File: config.mk
export PLATFORM = sky130hd
export DESIGN_NAME = pin_irq_ctrl
export DESIGN_NICKNAME = d
export VERILOG_FILES = /design/src/rtl/pin_irq_pkg.sv /design/src/rtl/pin_irq_sync.sv /design/src/rtl/pin_irq_lane_mux.sv /design/src/rtl/pin_irq_detect.sv /design/src/rtl/pin_irq_regs.sv /design/src/rtl/pin_irq_ctrl.sv
export SDC_FILE = /design/constraint.sdc
export NUM_CORES = 1
export LEC_CHECK = 0
export CAP_MARGIN = 5
export CORE_UTILIZATION = 30
export DETAILED_ROUTE_END_ITERATION = 16
export PLACE_DENSITY = 0.47
export SLEW_MARGIN = 20
export SYNTH_ARGS = -nofsm -noshare
export SYNTH_HDL_FRONTEND = slang
export SYNTH_HIERARCHICAL = 1
export SYNTH_SLANG_ARGS = --single-unit
export TNS_END_PERCENT = 1
File: constraint.sdc
create_clock -name clk_i -period 3.2 [get_ports clk_i]
set_clock_uncertainty 0.15 [all_clocks]
set_input_delay 0.48 -clock clk_i [delete_from_list [all_inputs] [get_ports clk_i]]
set_output_delay 0.48 -clock clk_i [all_outputs]
set_load 0.01 [all_outputs]
File: src/rtl/pin_irq_pkg.sv
package pin_irq_pkg;
  localparam int LANE_W    = 8;
  localparam int NUM_LANES = 4;
  localparam int DATA_W    = LANE_W * NUM_LANES;
  localparam int PORT_W    = 2 * LANE_W;
  localparam int HALF_W    = DATA_W / 2;
  localparam int SEL_W     = 2;
  localparam int SEL_TOT   = SEL_W * NUM_LANES;
  localparam int ADDR_W    = 5;

  localparam logic [3:0] IDX_MASK_SET = 4'd0;
  localparam logic [3:0] IDX_MASK_CLR = 4'd1;
  localparam logic [3:0] IDX_INV_SET  = 4'd2;
  localparam logic [3:0] IDX_INV_CLR  = 4'd3;
  localparam logic [3:0] IDX_MODE_SET = 4'd4;
  localparam logic [3:0] IDX_MODE_CLR = 4'd5;
  localparam logic [3:0] IDX_LATCH    = 4'd6;
  localparam logic [3:0] IDX_REQ      = 4'd7;
  localparam logic [3:0] IDX_LANE     = 4'd8;
  localparam logic [3:0] IDX_VIEW     = 4'd9;

  // even lanes -> low half, odd lanes -> high half, all on port A
  function automatic logic [SEL_TOT-1:0] lane_rst_val();
    logic [SEL_TOT-1:0] r;
    r = '0;
    for (int k = 0; k < NUM_LANES; k++) begin
      r[SEL_W*k]   = 1'b0;
      r[SEL_W*k+1] = k[0];
    end
    return r;
  endfunction
endpackage

File: src/rtl/pin_irq_sync.sv
module pin_irq_sync #(
  parameter int W = 16
) (
  input  logic         clk_i,
  input  logic         rst_ni,
  input  logic [W-1:0] d_i,
  output logic [W-1:0] q_o
);
  logic [W-1:0] s1_q, s2_q;

  always_ff @(posedge clk_i or negedge rst_ni) begin
    if (!rst_ni) begin
      s1_q <= '0;
      s2_q <= '0;
    end else begin
      s1_q <= d_i;
      s2_q <= s1_q;
    end
  end

  assign q_o = s2_q;
endmodule

File: src/rtl/pin_irq_lane_mux.sv
module pin_irq_lane_mux
  import pin_irq_pkg::*;
(
  input  logic [PORT_W-1:0]  port_a_i,
  input  logic [PORT_W-1:0]  port_b_i,
  input  logic [SEL_TOT-1:0] lane_sel_i,
  output logic [DATA_W-1:0]  view_o
);
  for (genvar k = 0; k < NUM_LANES; k++) begin : g_lane
    logic [SEL_W-1:0]  sel;
    logic [PORT_W-1:0] port;
    assign sel  = lane_sel_i[SEL_W*k +: SEL_W];
    assign port = sel[0] ? port_b_i : port_a_i;
    assign view_o[LANE_W*k +: LANE_W] = sel[1] ? port[PORT_W-1:LANE_W] : port[LANE_W-1:0];
  end
endmodule

File: src/rtl/pin_irq_detect.sv
module pin_irq_detect #(
  parameter int W = 32
) (
  input  logic         clk_i,
  input  logic         rst_ni,
  input  logic [W-1:0] view_i,
  input  logic [W-1:0] inv_i,
  input  logic [W-1:0] mode_i,
  input  logic [W-1:0] clr_i,
  output logic [W-1:0] req_o,
  output logic [W-1:0] latch_o
);
  logic [W-1:0] view_q, latch_q, hit, set_b;

  // edge polarity taken from raw pin, so toggling invert never fakes an edge
  assign hit   = (view_i & ~view_q & ~inv_i) | (~view_i & view_q & inv_i);
  assign set_b = hit & mode_i;

  always_ff @(posedge clk_i or negedge rst_ni) begin
    if (!rst_ni) begin
      view_q  <= '0;
      latch_q <= '0;
    end else begin
      view_q  <= view_i;
      latch_q <= (latch_q & ~clr_i) | set_b;
    end
  end

  assign req_o   = (mode_i & latch_q) | (~mode_i & (view_i ^ inv_i));
  assign latch_o = latch_q;

  assert_latch_hold_R5: assert property (@(posedge clk_i) disable iff (!rst_ni)
    1'b1 |=> ((latch_q & ($past(latch_q) & ~$past(clr_i))) == ($past(latch_q) & ~$past(clr_i))));

  assert_latch_edge_only_R4: assert property (@(posedge clk_i) disable iff (!rst_ni)
    1'b1 |=> ((latch_q & ~$past(latch_q) & ~$past(mode_i)) == '0));
endmodule

File: src/rtl/pin_irq_regs.sv
module pin_irq_regs
  import pin_irq_pkg::*;
(
  input  logic               clk_i,
  input  logic               rst_ni,
  input  logic               wr_i,
  input  logic               half_i,
  input  logic [ADDR_W-1:0]  addr_i,
  input  logic [DATA_W-1:0]  wdata_i,
  input  logic [DATA_W-1:0]  req_i,
  input  logic [DATA_W-1:0]  latch_i,
  input  logic [DATA_W-1:0]  view_i,
  output logic [DATA_W-1:0]  mask_o,
  output logic [DATA_W-1:0]  inv_o,
  output logic [DATA_W-1:0]  mode_o,
  output logic [DATA_W-1:0]  latch_clr_o,
  output logic [SEL_TOT-1:0] lane_sel_o,
  output logic [DATA_W-1:0]  rdata_o
);
  logic [3:0]         idx;
  logic               up;
  logic [DATA_W-1:0]  wd, rd_full;
  logic [DATA_W-1:0]  mask_q, inv_q, mode_q;
  logic [SEL_TOT-1:0] lane_q;

  assign idx = addr_i[ADDR_W-1:1];
  assign up  = addr_i[0];

  // place write data into the addressed half; the other half stays zero
  always_comb begin
    if (!half_i)  wd = wdata_i;
    else if (up)  wd = {wdata_i[HALF_W-1:0], {HALF_W{1'b0}}};
    else          wd = {{HALF_W{1'b0}}, wdata_i[HALF_W-1:0]};
  end

  always_ff @(posedge clk_i or negedge rst_ni) begin
    if (!rst_ni) begin
      mask_q <= '0;
      inv_q  <= '0;
      mode_q <= '0;
      lane_q <= lane_rst_val();
    end else if (wr_i) begin
      case (idx)
        IDX_MASK_SET: mask_q <= mask_q | wd;
        IDX_MASK_CLR: mask_q <= mask_q & ~wd;
        IDX_INV_SET:  inv_q  <= inv_q | wd;
        IDX_INV_CLR:  inv_q  <= inv_q & ~wd;
        IDX_MODE_SET: mode_q <= mode_q | wd;
        IDX_MODE_CLR: mode_q <= mode_q & ~wd;
        IDX_LANE:     if (!(half_i && up)) lane_q <= wd[SEL_TOT-1:0];
        default: ;
      endcase
    end
  end

  assign latch_clr_o = (wr_i && idx == IDX_LATCH) ? wd : '0;

  always_comb begin
    case (idx)
      IDX_MASK_SET, IDX_MASK_CLR: rd_full = mask_q;
      IDX_INV_SET,  IDX_INV_CLR:  rd_full = inv_q;
      IDX_MODE_SET, IDX_MODE_CLR: rd_full = mode_q;
      IDX_LATCH:                  rd_full = latch_i;
      IDX_REQ:                    rd_full = req_i;
      IDX_LANE:                   rd_full = {{(DATA_W-SEL_TOT){1'b0}}, lane_q};
      IDX_VIEW:                   rd_full = view_i;
      default:                    rd_full = '0;
    endcase
    if (!half_i)  rdata_o = rd_full;
    else if (up)  rdata_o = {{HALF_W{1'b0}}, rd_full[DATA_W-1:HALF_W]};
    else          rdata_o = {{HALF_W{1'b0}}, rd_full[HALF_W-1:0]};
  end

  assign mask_o     = mask_q;
  assign inv_o      = inv_q;
  assign mode_o     = mode_q;
  assign lane_sel_o = lane_q;

  assert_inv_clr_ones_R6: assert property (@(posedge clk_i) disable iff (!rst_ni)
    (wr_i && !half_i && idx == IDX_INV_CLR) |=> ((inv_q & $past(wdata_i)) == '0));

  assert_inv_clr_zeros_R6: assert property (@(posedge clk_i) disable iff (!rst_ni)
    (wr_i && !half_i && idx == IDX_INV_CLR) |=> ((inv_q & ~$past(wdata_i)) == ($past(inv_q) & ~$past(wdata_i))));
endmodule

File: src/rtl/pin_irq_ctrl.sv
module pin_irq_ctrl
  import pin_irq_pkg::*;
(
  input  logic              clk_i,
  input  logic              rst_ni,
  input  logic [PORT_W-1:0] port_a_i,
  input  logic [PORT_W-1:0] port_b_i,
  input  logic              bus_wr_i,
  input  logic              bus_half_i,
  input  logic [ADDR_W-1:0] bus_addr_i,
  input  logic [DATA_W-1:0] bus_wdata_i,
  output logic [DATA_W-1:0] bus_rdata_o,
  output logic              irq_o
);
  logic [PORT_W-1:0]  a_sync, b_sync;
  logic [SEL_TOT-1:0] lane_sel;
  logic [DATA_W-1:0]  view, mask, inv, mode, latch_clr, req, latch;
  logic               irq_q;

  pin_irq_sync #(.W(PORT_W)) u_sync_a (.clk_i, .rst_ni, .d_i(port_a_i), .q_o(a_sync));
  pin_irq_sync #(.W(PORT_W)) u_sync_b (.clk_i, .rst_ni, .d_i(port_b_i), .q_o(b_sync));

  pin_irq_lane_mux u_lane (
    .port_a_i(a_sync), .port_b_i(b_sync), .lane_sel_i(lane_sel), .view_o(view)
  );

  pin_irq_detect #(.W(DATA_W)) u_detect (
    .clk_i, .rst_ni, .view_i(view), .inv_i(inv), .mode_i(mode),
    .clr_i(latch_clr), .req_o(req), .latch_o(latch)
  );

  pin_irq_regs u_regs (
    .clk_i, .rst_ni, .wr_i(bus_wr_i), .half_i(bus_half_i), .addr_i(bus_addr_i),
    .wdata_i(bus_wdata_i), .req_i(req), .latch_i(latch), .view_i(view),
    .mask_o(mask), .inv_o(inv), .mode_o(mode), .latch_clr_o(latch_clr),
    .lane_sel_o(lane_sel), .rdata_o(bus_rdata_o)
  );

  always_ff @(posedge clk_i or negedge rst_ni) begin
    if (!rst_ni) irq_q <= 1'b0;
    else         irq_q <= |(req & mask);
  end

  assign irq_o = irq_q;

  assert_mask_zero_quiet_R7: assert property (@(posedge clk_i) disable iff (!rst_ni)
    (mask == '0) |=> !irq_o);
endmodule

==> summary.md, run 1 <==
| Metric | Value |
|---|---|
| Final WS setup | `-0.542 ns` |
| Share of cells above drive strength 1 | `between 20% and 30%` |
| Starting Density | `around 31%` |
| Fin. Hold Viols | `0` |
| Ant diodes | `0` |
| Worst path arrival time | `between 3 and 4 ns` |
| Avg WL per Cell | `23.3 µm` |
| Number of vias per cell | `5.44` |
| RePlAce Congestion | `~0.84` |
| Finished Core Util | `41.4%` |
| Max VDD drop | `between 400 and 500 µV` |
| DRT Wirelength | `roughly 44 mm` |
| GR Util All Layers | `between 20% and 30%` |
| Synthesized flop and latch total | `~230` |
| Total global routing overflow | `0` |
| Post-synthesis adder-cell area fraction | `0%` |
| Slowest CP cell | `mux4_2` |
| Critical Setup Path Class | `register to output pin` |
| FFs w/ async S/R, synth | `100%` |
| Root Driver | `clkbuf_16` |
| Via Count | `10200` |
| Register area share after synthesis | `48.5%` |
| Mux share of post-synthesis cell area | `12.6%` |
| Hold_ws | `0.195 ns` |
| Post-synth top area share | `around half` |
| Syn nets | `between 1000 and 1500` |
| Synth top area cells | `dfrtp_1 48%, mux4_2 6.0%, o31ai_1 6.0%, o21ai_0 4.5%, mux2i_1 4.2%` |
| Failing checks | `negative setup slack` |
| Fin crit share | `117%` |
| Pleak | `~6.5 nW` |
| Synth Area per Inst | `between 10 and 15 µm²` |
| Starting DRT DRC Count | `roughly 860` |
| Xor and xnor area share after synthesis | `2.33%` |
| Tightest Pin Transition | `between 0.8 and 0.9 ns` |
| Multi-input logic area | `6120 µm²` |
| F_max | `around 0.27 GHz` |
| Die Wd | `between 200 and 250 µm` |
| Unrepaired setup endpoints after global routing | `true` |
| NumNets Final | `~1400` |
| Worst Path Required | `~2.6 ns` |
| Clk Latency, worst-skew pair | `around 0.56 ns` |
| Std-Cell Core Area | `~39000 µm²` |
| Main combinational cell family by area after synthesis | `compound AO/OA/AOI/OAI gates` |
| Row count | `72` |
| Startpoint types | `register` |
| # port buffers | `~110` |
| CTS tree | `built` |
| # fillers | `around 3800` |
| First-pass GRT wire length | `between 60 and 70 mm` |
| Area leader, netlist | `dfrtp_1` |
| CP Cell Sequence | `buf_12, mux4_2, xnor2_1, o21ai_1, mux2_4, a222oi_1, buf_4, o22ai_2, buf_2` |
| Slowest cell delay on critical path | `0.60 ns` |
| Die height | `approximately 200 µm` |
| Drt first pass iters | `7` |
| FF+latch area | `5830 µm²` |
| CP max FO | `7` |
| CTS clock-pin slew for the worst setup and hold paths | `roughly 0.060 ns` |
| DPL Wire Length | `31.0 mm` |
| Post-synthesis simple-gate area fraction | `14.9%` |
| Htree depth | `1` |
| CP Capture Type | `output pin` |
| Count leader, synth | `dfrtp_1` |
| Pin count of the biggest net entering global routing | `70` |
| Post-Syn Area | `roughly 12000 µm²` |
| Min-delay worst type | `register to register` |
| Top Ports | `between 100 and 150` |
| Synth Instances | `approximately 1100` |
| Final Setup Violations | `33` |
| Netlist cell types | `46` |
| Max-slew headroom | `between 40% and 50%` |
| Clk sink count | `approximately 230` |
| List of most frequent post-synthesis cells | `231 x dfrtp_1, 109 x o21ai_0, 96 x o31ai_1` |
| Routed Antenna Nets | `0` |
| DIE AREA | `40900 µm²` |
| DRC | `0` |
| Pwr dens | `approximately 690 nW/µm²` |
| Max Cap Viol | `0` |
| Layout overhead on the synthesized area | `34.6%` |
| CTS max path bufs | `3` |
| Max Slew Vio Count | `0` |
| CP delay by family, top | `multiplexers` |
| Initial antenna violation count | `0` |
| Outcome | `finished with violations` |
| EDFF count, synth | `0` |
| TritonCTS Buffers | `29` |
| Ys flop type | `dfrtp_1` |
| Tmin final | `~3.7 ns` |
| Worst path buffer plus inverter count | `3` |
| Yosys warning total | `6` |
| Vias in the first global route | `a little over 10000` |
| Post-synthesis compound-gate area fraction | `18.4%` |
## worst paths after layout
check,cells past startpoint,startpoint,end,slack (ns)
max,9,u_regs/lane_sel_o[6],bus_rdata_o[13],-0.54
min,0,u_sync_b/s1_q[2],u_sync_b/q_o[2],0.20
max reg2reg,16,u_regs/lane_sel_o[6],irq_o,-0.40
min reg2reg,0,u_sync_b/s1_q[2],u_sync_b/q_o[2],0.20
max in group asynchronous,3,rst_ni,u_regs/lane_sel_o[3],1.71
min in group asynchronous,2,rst_ni,u_detect/latch_o[8],0.35
## through the flow
step | total power [mW] | instance area, µm² | cells | setup WS, ns | setup TNS [ns]
6_report | 11.2 | 16200 | 1873 | -0.542 | -11.43
5_1_grt | 11.7 | 16200 | 1873 | -0.606 | -15.89
2_1_floorplan | 5.83 | 12000 | 1080 | 0.489 | 0
4_1_cts | 11.1 | 16000 | 1872 | -0.483 | -12.10
3_3_place_gp | 7.50 | 14800 | 1799 | -0.395 | -3.86
3_5_place_dp | 7.54 | 14800 | 1799 | -0.368 | -4.40
## power breakdown
group,switching (mW),internal [mW]
Combinational,1.68,1.99
Sequential,0.659,3.54
Clock,1.33,1.97
## cells by family (layout without fill, tap and decap cells)
logic type             after synthesis  count (layout)
AO/OA/AOI/OAI                      344             344
XOR/XNOR                            32              32
buffers and inverters               76             351
flip-flops                         233             233
multiplexers                       108             108
AND/OR/NAND/NOR                    287             287
## timing repair
item                                   in CTS  in global routing
pin swaps                                  39                 17
endpoints found under the hold margin      64                  0
hold buffers                                1                  0
resized for setup                         119                 42
setup buffers                              20                  1
setup endpoints to repair                  32                 33
## layer usage
layer	global-route usage, %	up-vias	part of all wire (%)
met2	33.5	318	45
met4	5.88	0	2.6
met1	30.6	5130	47
li1	-	4687	-
met3	3.37	62	5.5
met5	0	-	0
## layout by cell type (no fill, tap or decap), types with 4 or more instances in the layout
cell               n
o21ai_0          109
nand2_1           53
buf_12            14
nand2b_1          33
a22oi_1           16
xnor2_1           17
a222oi_1          12
clkbuf_8           6
o22ai_2            4
nand4_1            4
o22ai_1           27
buf_6              8
clkdlybuf4s15_2    8
a21oi_1           14
nand3b_1          13
nand3_1           35
o21ai_1           25
mux2_2            23
clkinv_2           4
clkbuf_16         29
a221oi_2          13
dfrtp_1          231
o31ai_1           96
nand4bb_1         32
mux2i_1           50
mux4_2            32
clkbuf_1           5
buf_4            171
dlygate4sd2_1      6
nor2b_1           22
buf_2             17
clkdlybuf4s50_1   69
xnor2_2           15
nor2_1            48
o21ai_2            7
nand4b_1          32
## layout make-up
cell class | count | area share (%)
Tap cell | 518 | 4.01
Clock buffer | 40 | 5.11
Multi-Input combinational cell | 771 | 37.8
Clock inverter | 12 | 0.820
Timing Repair Buffer | 297 | 16.1
Inverter | 2 | 0.0464
Sequential cell | 233 | 36.1
Power figures use the tool's default switching activity.
==> run 2, diff against run 1 <==
- ABC_CLOCK_PERIOD_IN_PS: unset -> 3200
==> results of run 2 <==
Final layout, timing and power as in run 1 (identical DEF).
